## config.mk

```make
export PLATFORM = sky130hd
export DESIGN_NAME = cfg_xlat_bridge
export DESIGN_NICKNAME = d
export VERILOG_FILES = /design/src/rtl/cxb_pkg.sv /design/src/rtl/cxb_xlat.sv /design/src/rtl/cxb_lanes.sv /design/src/rtl/cxb_swizzle.sv /design/src/rtl/cfg_xlat_bridge.sv
export SDC_FILE = /design/constraint.sdc
export NUM_CORES = 1
export LEC_CHECK = 0
export ABC_AREA = 1
export BUFFER_PORTS_ARGS = -buffer_cell sky130_fd_sc_hd__buf_2
export CORE_MARGIN = 5
export CORE_UTILIZATION = 47
export DETAILED_ROUTE_END_ITERATION = 7
export PLACE_DENSITY = 0.93
export SYNTH_ARGS = -nofsm -noshare
export SYNTH_HDL_FRONTEND = slang
export SYNTH_SLANG_ARGS = --single-unit
```

## constraint.sdc

```tcl
create_clock -name clk -period 1.9 [get_ports clk]
set_clock_uncertainty 0.15 [all_clocks]
set_input_delay 0.19 -clock clk [delete_from_list [all_inputs] [get_ports clk]]
set_output_delay 0.19 -clock clk [all_outputs]
set_load 0.005 [all_outputs]
```

## src/rtl/cxb_pkg.sv

```systemverilog
package cxb_pkg;
    localparam int CFG_W = 32;
    localparam int BE_W  = CFG_W / 8;
    localparam int PINS  = 4;

    typedef enum logic [1:0] {
        ST_IDLE = 2'd0,
        ST_PEND = 2'd1,
        ST_RESP = 2'd2
    } seq_state_t;

    localparam logic [1:0] SZ_BYTE = 2'd0;
    localparam logic [1:0] SZ_HALF = 2'd1;

    typedef struct packed {
        logic             write;
        logic [CFG_W-1:0] addr;
        logic [1:0]       size;
        logic [1:0]       lane;
        logic [CFG_W-1:0] wdata;
    } dn_cmd_t;
endpackage

```

## src/rtl/cxb_xlat.sv

```systemverilog
module cxb_xlat
    import cxb_pkg::*;
(
    input  logic [CFG_W-1:0] index,
    input  logic [2:0]       low_addr,
    output logic [CFG_W-1:0] cfg_addr
);
    localparam int SLOT_LO = 11;
    localparam int SLOT_HI = CFG_W - 1;

    logic [4:0] slot;
    logic       slot_found;

    always_comb begin
        slot       = '1;
        slot_found = 1'b0;
        for (int b = SLOT_HI; b >= SLOT_LO; b--) begin
            if (index[b]) begin
                slot       = 5'(b);
                slot_found = 1'b1;
            end
        end
    end

    always_comb begin
        if (index[CFG_W-1]) begin
            cfg_addr = {index[CFG_W-1:2], low_addr[1:0]};
        end else if (index[0]) begin
            cfg_addr = {index[CFG_W-1:3], low_addr};
        end else if (slot_found) begin
            cfg_addr = {16'h0000, slot, index[10:8], index[7:3], low_addr};
        end else begin
            cfg_addr = {{(CFG_W-SLOT_LO){1'b1}}, index[10:8], index[7:3], low_addr};
        end
    end
endmodule

```

## src/rtl/cxb_lanes.sv

```systemverilog
module cxb_lanes
    import cxb_pkg::*;
(
    input  logic [1:0]       size,
    input  logic [1:0]       lane,
    input  logic [CFG_W-1:0] wdata,
    input  logic [CFG_W-1:0] rd_raw,
    output logic [BE_W-1:0]  be,
    output logic [CFG_W-1:0] wr_lane,
    output logic [CFG_W-1:0] rd_out
);
    logic [4:0]       shamt;
    logic [CFG_W-1:0] mask;

    always_comb begin
        unique case (size)
            SZ_BYTE: begin
                be    = 4'b0001 << lane;
                shamt = {lane, 3'b000};
                mask  = 32'h0000_00FF;
            end
            SZ_HALF: begin
                be    = 4'b0011 << {lane[1], 1'b0};
                shamt = {lane[1], 4'b0000};
                mask  = 32'h0000_FFFF;
            end
            default: begin
                be    = 4'b1111;
                shamt = 5'd0;
                mask  = 32'hFFFF_FFFF;
            end
        endcase
        wr_lane = (wdata & mask) << shamt;
        rd_out  = (rd_raw >> shamt) & mask;
    end
endmodule

```

## src/rtl/cxb_swizzle.sv

```systemverilog
module cxb_swizzle
    import cxb_pkg::*;
#(
    parameter int NDEV = 32
) (
    input  logic               clk,
    input  logic               rst_n,
    input  logic [NDEV*PINS-1:0] dev_irq,
    output logic [PINS-1:0]    irq_out
);
    function automatic logic [NDEV*PINS-1:0] route_mask(input int k);
        logic [NDEV*PINS-1:0] m;
        m = '0;
        for (int d = 0; d < NDEV; d++) begin
            for (int p = 0; p < PINS; p++) begin
                if (((d + p) % PINS) == k) m[d*PINS+p] = 1'b1;
            end
        end
        return m;
    endfunction

    logic [PINS-1:0] hit;

    for (genvar k = 0; k < PINS; k++) begin : g_route
        localparam logic [NDEV*PINS-1:0] MASK = route_mask(k);
        assign hit[k] = |(dev_irq & MASK);
    end

    always_ff @(posedge clk) begin
        if (!rst_n) irq_out <= '0;
        else        irq_out <= hit;
    end

    assert_quiet_R10: assert property (@(posedge clk) disable iff (!rst_n)
        (dev_irq == '0) |=> (irq_out == '0));
endmodule

```

## src/rtl/cfg_xlat_bridge.sv

```systemverilog
module cfg_xlat_bridge
    import cxb_pkg::*;
#(
    parameter int NDEV   = 32,
    parameter int WIN_AW = 12
) (
    input  logic                  clk,
    input  logic                  rst_n,
    input  logic                  bus_valid,
    input  logic                  bus_win,
    input  logic                  bus_write,
    input  logic [WIN_AW-1:0]     bus_addr,
    input  logic [1:0]            bus_size,
    input  logic [CFG_W-1:0]      bus_wdata,
    output logic                  bus_ready,
    output logic [CFG_W-1:0]      bus_rdata,
    output logic                  dn_req,
    output logic                  dn_write,
    output logic [CFG_W-1:0]      dn_addr,
    output logic [BE_W-1:0]       dn_be,
    output logic [CFG_W-1:0]      dn_wdata,
    input  logic                  dn_ready,
    input  logic [CFG_W-1:0]      dn_rdata,
    input  logic [NDEV*PINS-1:0]  dev_irq,
    output logic [PINS-1:0]       irq_out
);
    seq_state_t       st_q, st_d;
    logic [CFG_W-1:0] idx_q;
    dn_cmd_t          cmd_q;
    logic [CFG_W-1:0] rd_q;
    logic [CFG_W-1:0] xl_addr;
    logic [CFG_W-1:0] rd_aligned;

    cxb_xlat u_xlat (
        .index    (idx_q),
        .low_addr (bus_addr[2:0]),
        .cfg_addr (xl_addr)
    );

    cxb_lanes u_lanes (
        .size    (cmd_q.size),
        .lane    (cmd_q.lane),
        .wdata   (cmd_q.wdata),
        .rd_raw  (dn_rdata),
        .be      (dn_be),
        .wr_lane (dn_wdata),
        .rd_out  (rd_aligned)
    );

    cxb_swizzle #(.NDEV(NDEV)) u_swz (
        .clk     (clk),
        .rst_n   (rst_n),
        .dev_irq (dev_irq),
        .irq_out (irq_out)
    );

    // next-state decision
    always_comb begin
        st_d = st_q;
        unique case (st_q)
            ST_IDLE: if (bus_valid && bus_win) st_d = ST_PEND;
            ST_PEND: if (dn_ready)             st_d = ST_RESP;
            ST_RESP:                           st_d = ST_IDLE;
            default:                           st_d = ST_IDLE;
        endcase
    end

    // state register
    always_ff @(posedge clk) begin
        if (!rst_n) st_q <= ST_IDLE;
        else        st_q <= st_d;
    end

    // datapath registers
    always_ff @(posedge clk) begin
        if (!rst_n) begin
            idx_q <= '0;
            cmd_q <= '0;
            rd_q  <= '0;
        end else begin
            if (st_q == ST_IDLE && bus_valid) begin
                if (!bus_win) begin
                    if (bus_write) idx_q <= bus_wdata;
                end else begin
                    cmd_q.write <= bus_write;
                    cmd_q.addr  <= xl_addr;
                    cmd_q.size  <= bus_size;
                    cmd_q.lane  <= bus_addr[1:0];
                    cmd_q.wdata <= bus_wdata;
                end
            end
            if (st_q == ST_PEND && dn_ready) rd_q <= rd_aligned;
        end
    end

    // outputs
    always_comb begin
        bus_ready = 1'b0;
        bus_rdata = '0;
        dn_req    = 1'b0;
        unique case (st_q)
            ST_IDLE: begin
                if (bus_valid && !bus_win) begin
                    bus_ready = 1'b1;
                    bus_rdata = idx_q;
                end
            end
            ST_PEND: dn_req = 1'b1;
            ST_RESP: begin
                bus_ready = 1'b1;
                bus_rdata = rd_q;
            end
            default: ;
        endcase
    end

    assign dn_write = cmd_q.write;
    assign dn_addr  = cmd_q.addr;

    assert_idx_wr_R1: assert property (@(posedge clk) disable iff (!rst_n)
        (bus_valid && !bus_win && bus_write && bus_ready) |=> (idx_q == $past(bus_wdata)));

    assert_hold_R6: assert property (@(posedge clk) disable iff (!rst_n)
        (dn_req && !dn_ready) |=> (dn_req && $stable(dn_addr) && $stable(dn_be)
                                   && $stable(dn_wdata) && $stable(dn_write)));

    assert_drop_R6: assert property (@(posedge clk) disable iff (!rst_n)
        (dn_req && dn_ready) |=> !dn_req);

    assert_byte_be_R7: assert property (@(posedge clk) disable iff (!rst_n)
        (dn_req && cmd_q.size == SZ_BYTE) |-> $onehot(dn_be));

    assert_resp_R9: assert property (@(posedge clk) disable iff (!rst_n)
        (dn_req && dn_ready) |=> bus_ready);
endmodule

```

### Yosys cells after proc, flatten, opt, wreduce, memory -nomap -nowiden

Index checks and enable logic that the tools add are counted.

| storage, ports and cells | value |
|---|---|
| register bits | 139 |
| input port bits | 212 |
| output and inout port bits | 107 |
| word-level logic and storage cells | 90 |

| operators by class | value |
|---|---|
| eq/ne operators | 5 |
| shift-type cells | 4 |
| mux-type cells | 55 |
| bitwise operators | 3 |
| reductions and logical operators | 14 |

Operators by type and width:

| cell | number |
|---|---|
| $mux 32 | 4 |
| $pmux 32 s2 | 2 |
| $reduce_or 32->1 | 4 |
| $and 32x32->32 | 2 |
| $mux 4 | 8 |
| $shl 32x5->32 | 1 |
| $shr 32x5->32 | 1 |
| $mux 5 | 5 |
| $mux 1 | 24 |
| $mux 3 | 4 |
| $pmux 5 s2 | 1 |
| $mux 2 | 4 |
| $pmux 4 s2 | 1 |
| $eq 2x1->1 const B | 2 |
| $logic_and 1x1->1 | 4 |
| $logic_not 2->1 | 2 |
| $ne 2x2->1 const B | 2 |
| $pmux 2 s2 | 1 |
| $reduce_and 2->1 | 2 |
| $shl 1x2->4 const A | 1 |
| $shl 2x2->4 const A | 1 |
| $reduce_and 3->1 | 1 |
| $eq 2x2->1 const B | 1 |
| $pmux 1 s2 | 1 |
| other kinds (2) | 2 |

### Longest topological paths before layout

Gate-level depths: netlist of run 1.

| logic depth | value |
|---|---|
| depth in word-level cells | 24 |
| depth in mapped cells | 22 |
| depth with buffers taken out | 22 |

### By module

A second synthesis of run 1 with hierarchy kept.

| unflattened totals | value |
|---|---|
| cell total of the unflattened synthesis | 1309 |
| area total of the unflattened synthesis | 8061.5 µm² |

Modules (own cells, without submodules):

| module | instances | cells each | area an instance (µm²) | seq. area each (µm²) |
|---|---|---|---|---|
| cfg_xlat_bridge | 1 | 814 | 5829.3 | 2702.6 |
| cxb_lanes | 1 | 255 | 1168.6 | 0.0 |
| cxb_swizzle | 1 | 133 | 564.3 | 80.1 |
| cxb_xlat | 1 | 107 | 499.2 | 0.0 |

### Worst setup path before layout of run 1

No wires, ideal clock.

| timing | value |
|---|---|
| path kind | register -> register |
| from | register st_q[1] |
| to | register idx_q[12] |
| library setup time | 119 ps |
| arrival | 1312 ps |
| data required time | 1631 ps |
| path slack | 318 ps |
| cell stages (with the launch flop) | 9 |
| buffers on the path | 2 |
| clock period less this slack | 1582 ps |
| cell sequence | dfxtp_1 -> buf_2 -> nor2_1 -> nand2_1 -> nor2_1 -> nand2_1 -> clkbuf_1 -> o21ai_0 -> a21oi_1 |

| on the way | value |
|---|---|
| cells in the longest elaborated chain, start to end | 3 |

Ends and longest elaborated chain:

| element | line | text |
|---|---|---|
| start: declaration | cfg_xlat_bridge.sv:27 | `seq_state_t st_q, st_d;` |
| start signal: assignment | cfg_xlat_bridge.sv:71 | `else st_q <= st_d;` |
| $logic_not 2->1 | cfg_xlat_bridge.sv:81 | `if (st_q == ST_IDLE && bus_valid) begin` |
| $logic_and 1x1->1 | cfg_xlat_bridge.sv:81 |  |
| $reduce_and 3->1 (no line) | n/a |  |
| end signal: assignment | cfg_xlat_bridge.sv:83 | `if (bus_write) idx_q <= bus_wdata;` |
| end: declaration | cfg_xlat_bridge.sv:28 | `logic [CFG_W-1:0] idx_q;` |

No other way between the ends.
A chain may end at the register's enable or synchronous reset.

### Worst setup path after layout of run 1

| timing | value |
|---|---|
| from | register, netlist name cmd_q[35] |
| to | output port dn_wdata[28] |

| on the way | value |
|---|---|
| cells in the longest elaborated chain, start to end | 4 |
| elaborated cells between the ends (all ways) | 6 |
| those cells by class | eq/ne: 1; shift: 1; mux: 2; bitwise: 1; reduce/logical: 1 |

Ends and longest elaborated chain:

| element | line | text |
|---|---|---|
| $eq 2x1->1 / $logic_not 2->1 (equally long branches) | cxb_lanes.sv:16 | `unique case (size)` |
| $pmux 32 s2 | cxb_lanes.sv:16 |  |
| $and 32x32->32 | cxb_lanes.sv:33 | `wr_lane = (wdata & mask) << shamt;` |
| $shl 32x5->32 (*) | cxb_lanes.sv:33 |  |
| end: declaration | cfg_xlat_bridge.sv:21 | `output logic [CFG_W-1:0] dn_wdata,` |

Every way passes the cells marked *; elsewhere a longest branch is shown, timed or not.

==> metrics.md, run 1 <==
| Metric | Value |
|---|---|
| CTS tree | `yes` |
| DRC errors left | `1` |
| Multi-input gate area | `~0.0034 sq mm` |
| WL final | `~33000 um` |
| Setup violators final | `59` |
| Post-Syn Area | `around 0.0066 sq mm` |
| Gr ovfl total | `0` |
| Vias/cell | `around 6` |
| GPL Wtd Cong | `between 1 and 1.5` |
| Power Dens Cells | `~800 mW/mm^2` |
| CORE AREA | `about 0.014 sq mm` |
| Slew margin rel. | `between 60% and 70%` |
| Yosys warns | `0` |
| Vert. Die Dim | `about 130 um` |
| CTS Buf Count | `17` |
| IO Count | `319` |
| Hold slack | `-0.0124 ns` |
| Total of max-cap violations | `0` |
| Syn_nets | `~1200` |
| Hold Crit Class | `in2reg` |
| WP data arrival | `between 1.5 and 2 ns` |
| Post-layout util | `between 70 and 80%` |
| Final #Nets | `about 1500` |
| DR pass1 iterations | `8` |
| Seq/Total Area, Yosys | `about two fifths` |
| Syn avg cell area | `between 6 and 7 sq um` |
| FF+latch area | `0.00276 sq mm` |
| CTS max path bufs | `2` |
| IO Port Bufs | `roughly 310` |
| Slack of the critical path | `-0.156 ns` |
| Die W | `roughly 130 um` |
| Pleak | `approximately 0.0046 uW` |
| Met3 Usage GRT | `8.43%` |
| Final hold violation count | `2` |
| Crit Path Max Fanout | `11` |
| Unique masters post-synth | `25` |
| Pin count of the biggest net entering global routing | `62` |
| Worst VDD drop | `roughly 800 uV` |
| Worst slack at placement | `-0.0611 ns` |
| Starting density of the core | `a little under half` |
| Share of cells above drive strength 1 | `a little under two fifths` |
| # H-tree levels | `4` |
| Leading area contributor after synthesis | `dfxtp_1` |
| Seq cells post-synth | `about 140` |
| Die Area | `between 0.015 and 0.02 sq mm` |
| Endpoint class of the critical path | `output port` |
| Avg WL per Cell | `22.1 um` |
| First DRT Iteration DRCs | `1645` |
| RSZ-0062 raised after global routing | `yes` |
| Vias in the first global route | `8567` |
| Grt met1 use | `39.2%` |
| Std-Cell Rows | `43` |
| Layout area overhead | `55.4%` |
| First-pass GRT wire length | `45200 um` |
| Post-layout minimum cycle time | `roughly 2 ns` |
| Final cell count without fillers | `1514` |
| Total negative slack | `-4.16 ns` |
| Max-slew violations | `0` |
| Crit Path Class | `reg2out` |
| ANT nets after route | `0` |
| Routed vias | `slightly above 9000` |
| Global routing's busiest layer | `met2` |
| Worst skew pair latency | `0.44 ns` |
| Data required, critical path | `~1.6 ns` |
| Clock Sinks | `137` |
| Clk slew on worst S/H paths | `around 0.06 ns` |
| Synth top area share | `approximately 42%` |
| Status | `finished, violations left` |
| Placed insts | `around 1400` |
| Final Cycle Share | `108%` |
| Post-Synthesis Cells | `approximately 960` |
| Gr usage total | `a little over a third` |
| Failing checks | `design-rule violations, negative hold slack, negative setup slack` |
| GR met2 Demand/Resource | `57.9%` |
| Maximum clock rate | `approximately 490 MHz` |
| Top post-synthesis cells by area | `dfxtp_1, a21oi_1, o21ai_0` |
| Antenna violations before repair | `2` |
| Startpoint types | `register` |
| DP HPWL | `around 21000 um` |
| Layout fillers | `between 900 and 1000` |
| Clock tree root buffer cell | `clkbuf_16` |
| Slew @ Worst Pin | `0.508 ns` |
-- stage by stage --
stage	area [sq um]	total power (uW)	hold WS, ns
after floorplan	6610	3810	0.183
after global placement	8210	4340	0.290
after detailed placement	8210	4370	0.295
after CTS	9950	7930	0.00213
after global routing	10300	8440	0.0313
final	10300	8230	-0.0124
-- sequential cells by signal, summed over array words and instances (netlist names) --
signal         cells
dn_write           1
dn_addr           32
cmd_q             34
u_swz.irq_out      4
st_q               2
idx_q             32
rd_q              32
-- worst paths after layout --
path / from / endpoint / slack, ns / depth (start not counted)
setup / recovery: cmd_q[35] / dn_wdata[28] / -0.16 / 6
hold / removal: dev_irq[90] / u_swz.irq_out[0] / -0.01 / 5
setup reg to reg: idx_q[29] / dn_addr[11] / -0.09 / 22
hold reg to reg: dn_addr[4] / dn_addr[4] / 0.32 / 2
-- critical path, cell delays in order (launching register included) --
cell	delay, ns
dfxtp_4	0.39
nor2_4	0.05
buf_6	0.16
o22ai_4	0.19
inv_2	0.09
o22ai_2	0.23
buf_2	0.17
-- synthesized netlist by cell type --
cell,instances
buf_4,32
nand3_1,31
dfxtp_1,137
o21ai_0,134
clkbuf_1,41
nand4_1,6
o31ai_1,1
a22oi_1,3
buf_1,3
o21ai_1,28
nor4_1,32
a21oi_2,1
a31oi_1,7
nand2_1,139
nor3_1,1
nand3_2,1
buf_2,16
o221a_1,1
o22ai_1,26
inv_1,90
nand2_2,1
inv_2,8
nor2_1,77
nor2_2,2
a21oi_1,141
-- cells by family after synthesis --
logic type,after synthesis,share of synthesized area (%)
simple gates,290,18.7
compound gates,342,26.8
buf+inv,190,12.9
flops,137,41.5
-- metal layers --
metal / vias up / wire length [um]
met5: - / 0
met3: 290 / 4130
li1: 3948 / -
met4: 0 / 3260
met1: 4039 / 11000
met2: 945 / 15000
-- timing repair --
item	in CTS	in global routing
resized for setup	107	63
cloned	2	0
endpoints found under the setup margin	66	77
pin swaps	11	24
endpoints found under the hold margin	74	0
hold buffers	69	0
setup buffers	14	5
-- final cells by class --
class | instances | share of cell area, %
antenna | 4 | 0.0975
clock buffer | 18 | 4.18
clock inverter | 14 | 1.69
inverter | 98 | 3.87
multi-input combinational | 632 | 33.6
sequential | 137 | 26.9
tap | 180 | 2.19
timing repair buffer | 430 | 27.5
timing repair inverter | 1 | 0.0731
-- report_power, final --
group          internal [uW]  total [uW]  switching, uW
Clock                   2070        3460           1390
Combinational            678        1660            983
Sequential              3020        3110           88.8
Total                   5770        8230           2460
-- cell usage in the layout (no fill, tap or decap), types with 3 or more instances in the layout --
cell / instances
nand2_4: 3
a22oi_2: 3
nand4_1: 6
dfxtp_2: 4
nor2_4: 5
nand2_2: 6
inv_1: 81
clkinv_2: 3
o21ai_4: 7
nor2_2: 10
buf_4: 32
buf_2: 308
dlygate4sd3_1: 69
nor2_1: 64
buf_8: 3
a21oi_1: 140
dfxtp_1: 130
o22ai_1: 8
o22ai_2: 13
inv_2: 11
o21ai_0: 105
dfxtp_4: 3
a31oi_1: 7
buf_6: 8
clkinvlp_4: 6
bufinv_16: 3
clkbuf_16: 17
o21ai_2: 21
o21ai_1: 29
o22ai_4: 5
nand2_1: 130
nand3_1: 31
clkinv_4: 3
buf_12: 9
nor4_1: 32
diode_2: 4
(Power assumes the default switching activity.)
==> run 2: changes to the inputs <==
--- a/config.mk
+++ b/config.mk
@@ -5,12 +5,11 @@
 export SDC_FILE = /design/constraint.sdc
 export NUM_CORES = 1
 export LEC_CHECK = 0
-export ABC_AREA = 1
 export BUFFER_PORTS_ARGS = -buffer_cell sky130_fd_sc_hd__buf_2
 export CORE_MARGIN = 5
-export CORE_UTILIZATION = 47
+export CORE_UTILIZATION = 48
 export DETAILED_ROUTE_END_ITERATION = 7
-export PLACE_DENSITY = 0.93
+export PLACE_DENSITY = 0.82
 export SYNTH_ARGS = -nofsm -noshare
 export SYNTH_HDL_FRONTEND = slang
 export SYNTH_SLANG_ARGS = --single-unit
==> run 2 against run 1 <==
Net effect: the run ends with negative setup slack left; global-route usage down 1.5 points; cell count down 0.73%; clock power up 9.2%; sequential cell count unchanged; clock-buffer cell count up 3; sequential power about the same; design area up 9.4%; combinational power down 7%; die area up 3.5%; fmax down 0.77%; critical path depth unchanged; critical endpoint is now bus_rdata[19]; highest routed layer is now met5.
==> metrics.md, run 2 <==
| Metric | Value |
|---|---|
| Hold depth | `4` |
| CORE AREA | `about 0.014 sq mm` |
| GR met2 Demand/Resource | `59.4%` |
| R2R depth | `6` |
| Setup violators final | `between 70 and 80` |
| First-pass GRT wire length | `44500 um` |
| Placed insts | `1328` |
| Top_reg_cell synth | `dfxtp_1` |
| Data required, critical path | `1.56 ns` |
| CTS max path bufs | `2` |
| Biggest register | `cmd_q` |
| GPL Wtd Cong | `0.964` |
| R2R setup slack | `-0.04 ns` |
| First DRT Iteration DRCs | `about 910` |
| IO Port Bufs | `309` |
| Gr ovfl total | `0` |
| Post-Synthesis Cells | `around 900` |
| Clk slew on worst S/H paths | `roughly 0.060 ns` |
| Slew @ Worst Pin | `0.497 ns` |
| Leading area contributor after synthesis | `dfxtp_1` |
| Final cell count without fillers | `about 1500` |
| EDFF count, synth | `0` |
| Antenna violations before repair | `2` |
| Pin count of the biggest net entering global routing | `71` |
| Int Power | `~6300 uW` |
| Sequential share of power | `between 30% and 40%` |
| Routed vias | `roughly 8800` |
| Sw Share | `between 20% and 30%` |
| Global routing's busiest layer | `met2` |
| DRC errors left | `0` |
| Clock share of power | `45.0%` |
| Syn_nets | `1098` |
| Yosys warns | `0` |
| CTS tree | `yes` |
| Top post-synthesis cells by area | `dfxtp_1, nand2_1, a21boi_1` |
| Pleak | `0.00507 uW` |
| Maximum clock rate | `a little under 500 MHz` |
| Post-Syn Area | `about 0.0070 sq mm` |
| Starting density of the core | `48.5%` |
| Hold path start | `bus_addr[2]` |
| Number of flip-flops under the largest register name | `34` |
| Vias/cell | `between 5 and 6` |
| Hold Crit Endpoint | `dn_addr[2]` |
| FF+latch area | `between 0.002 and 0.003 sq mm` |
| CTS Buf Count | `17` |
| Failing checks | `negative setup slack` |
| Slack of the critical path | `-0.172 ns` |
| Crit Path Class | `reg2out` |
| Startpoint types | `register` |
| Power Dens Cells | `approximately 750 mW/mm^2` |
| # H-tree levels | `4` |
| Final #Nets | `~1500` |
| FF-to-FF Start | `idx_q[20]` |
| Grt met1 use | `36.6%` |
| Die Area | `~0.017 sq mm` |
| IO Count | `319` |
| Comb pwr share | `around 18%` |
| Most common cell after layout, fill and taps aside | `buf_2` |
| Total of max-cap violations | `0` |
| Status | `finished, violations left` |
| Synth top cells by count | `nand2_1, dfxtp_1, a21boi_1` |
| Synth top area share | `39.2%` |
| Worst VDD drop | `about 710 uV` |
| Crit Path Max Fanout | `7` |
| Met3 Usage GRT | `between 8 and 9%` |
| Final hold violation count | `0` |
| Layout area overhead | `60.5%` |
| Seq cells post-synth | `between 100 and 150` |
| Syn avg cell area | `7.90 sq um` |
| Avg WL per Cell | `around 22 um` |
| Clock Sinks | `around 140` |
| DP HPWL | `approximately 20000 um` |
| Die W | `131 um` |
| Multi-input gate area | `0.00408 sq mm` |
| WL final | `between 30000 and 40000 um` |
| Vias in the first global route | `around 8400` |
| Std-Cell Rows | `44` |
| WP data arrival | `approximately 1.7 ns` |
| Reg-to-reg endpoint | `dn_addr[26]` |
| Hold Crit Class | `in2reg` |
| ANT nets after route | `0` |
| DR pass1 iterations | `5` |
| Worst skew pair latency | `0.42 ns` |
| Vert. Die Dim | `131 um` |
| Most frequent cell after synthesis | `nand2_1` |
| Slew margin rel. | `approximately 67%` |
| Max-slew violations | `0` |
| Hold slack | `just over 0.007 ns` |
| Final Cycle Share | `109%` |
| Gr usage total | `33.7%` |
| Seq/Total Area, Yosys | `between 30% and 40%` |
| Unique masters post-synth | `between 40 and 50` |
| NetSw | `roughly 2100 uW` |
| Clock tree root buffer cell | `clkbuf_16` |
| Commonest non-fill, non-tap cells in the layout | `buf_2, nand2_1, dfxtp_1` |
| Share of cells above drive strength 1 | `37.5%` |
| Endpoint class of the critical path | `output port` |
| RSZ-0062 raised after global routing | `yes` |
| Ys async rst share | `0%` |
| Post-layout minimum cycle time | `just over 2 ns` |
| Layout fillers | `between 900 and 1000` |
## run 2: cell types whose count changed in the layout (fill, tap and decap cells not counted), sizes merged, moves of 16 or more
cell,change
a22oi,+29
dlygate4sd3,+51
o22ai,-26
inv,-93
nor2,-22
a21oi,-94
a21boi,+95
nand2,+69
a22o,+16
o21ai,-124
## run 2: critical path, stage by stage, from the launching register on
cell     delay (ns)
dfxtp_4        0.35
nor4b_4        0.27
buf_6          0.19
buf_6          0.15
a22oi_2        0.06
nor2_2         0.15
buf_2          0.14
## run 2: power groups by stage
stage	Sequential, uW	Combinational (uW)	Clock, uW
after floorplan	3110	640	0
after global placement	3130	1080	0
after detailed placement	3140	1100	0
after CTS	3080	1330	3770
after global routing	3100	1620	3900
final	3090	1540	3780
## run 2: final cells by class
cell class                      count  area share, %
Multi-Input combinational cell    645           36.3
Timing Repair Buffer              498           30.9
Antenna cell                        2         0.0445
Clock buffer                       21           4.01
Clock inverter                     11           1.95
Sequential cell                   137           24.5
Inverter                            5          0.167
Tap cell                          184           2.05
## run 2: logic make-up after synthesis
logic type / count (synthesis) / share of synthesized area [%]
buffers and inverters: 107 / 7.97
AND/OR/NAND/NOR: 378 / 24.5
flip-flops: 137 / 39.2
AO/OA/AOI/OAI: 246 / 24.4
multiplexers: 18 / 4.02
## run 2: repair_timing
| item | CTS | global route |
|---|---|---|
| pin swaps | 23 | 17 |
| hold buffers | 119 | 3 |
| gates cloned | 4 | 3 |
| resized for setup | 45 | 52 |
| endpoints found under the hold margin | 92 | 1 |
| buffers inserted | 7 | 6 |
| setup endpoints to repair | 68 | 95 |
## run 2: metrics by stage
step           setup WS (ns)  instance area [sq um]  setup TNS, ns  power (uW)  utilization [%]
6_report              -0.172                  11200          -5.27        8410             77.9
3_5_place_dp          0.0318                   8710              0        4230             60.4
3_3_place_gp          0.0983                   8710              0        4220             60.4
4_1_cts               -0.145                  10900          -3.50        8190             75.3
2_1_floorplan         0.0125                   7000              0        3750                -
5_1_grt               -0.205                  11200          -8.63        8620             77.9
## run 2: worst max path at each step
| stage | to | slack (ns) | depth (start not counted) | startpoint |
|---|---|---|---|---|
| after CTS | bus_rdata[22] | -0.15 | 6 | st_q[0] |
| after global placement | rd_q[7] | 0.1 | 6 | cmd_q[34] |
| final | bus_rdata[19] | -0.17 | 6 | st_q[0] |
| after floorplan | rd_q[2] | 0.01 | 6 | dn_addr[1] |
| after global routing | bus_rdata[1] | -0.21 | 6 | st_q[0] |
| after detailed placement | rd_q[4] | 0.03 | 6 | cmd_q[34] |
## run 2: routing by layer
metal,vias to the layer above,routed length [um]
met4,2,2040
met1,4073,10900
met3,173,3500
met5,-,13
li1,3914,-
met2,601,16000
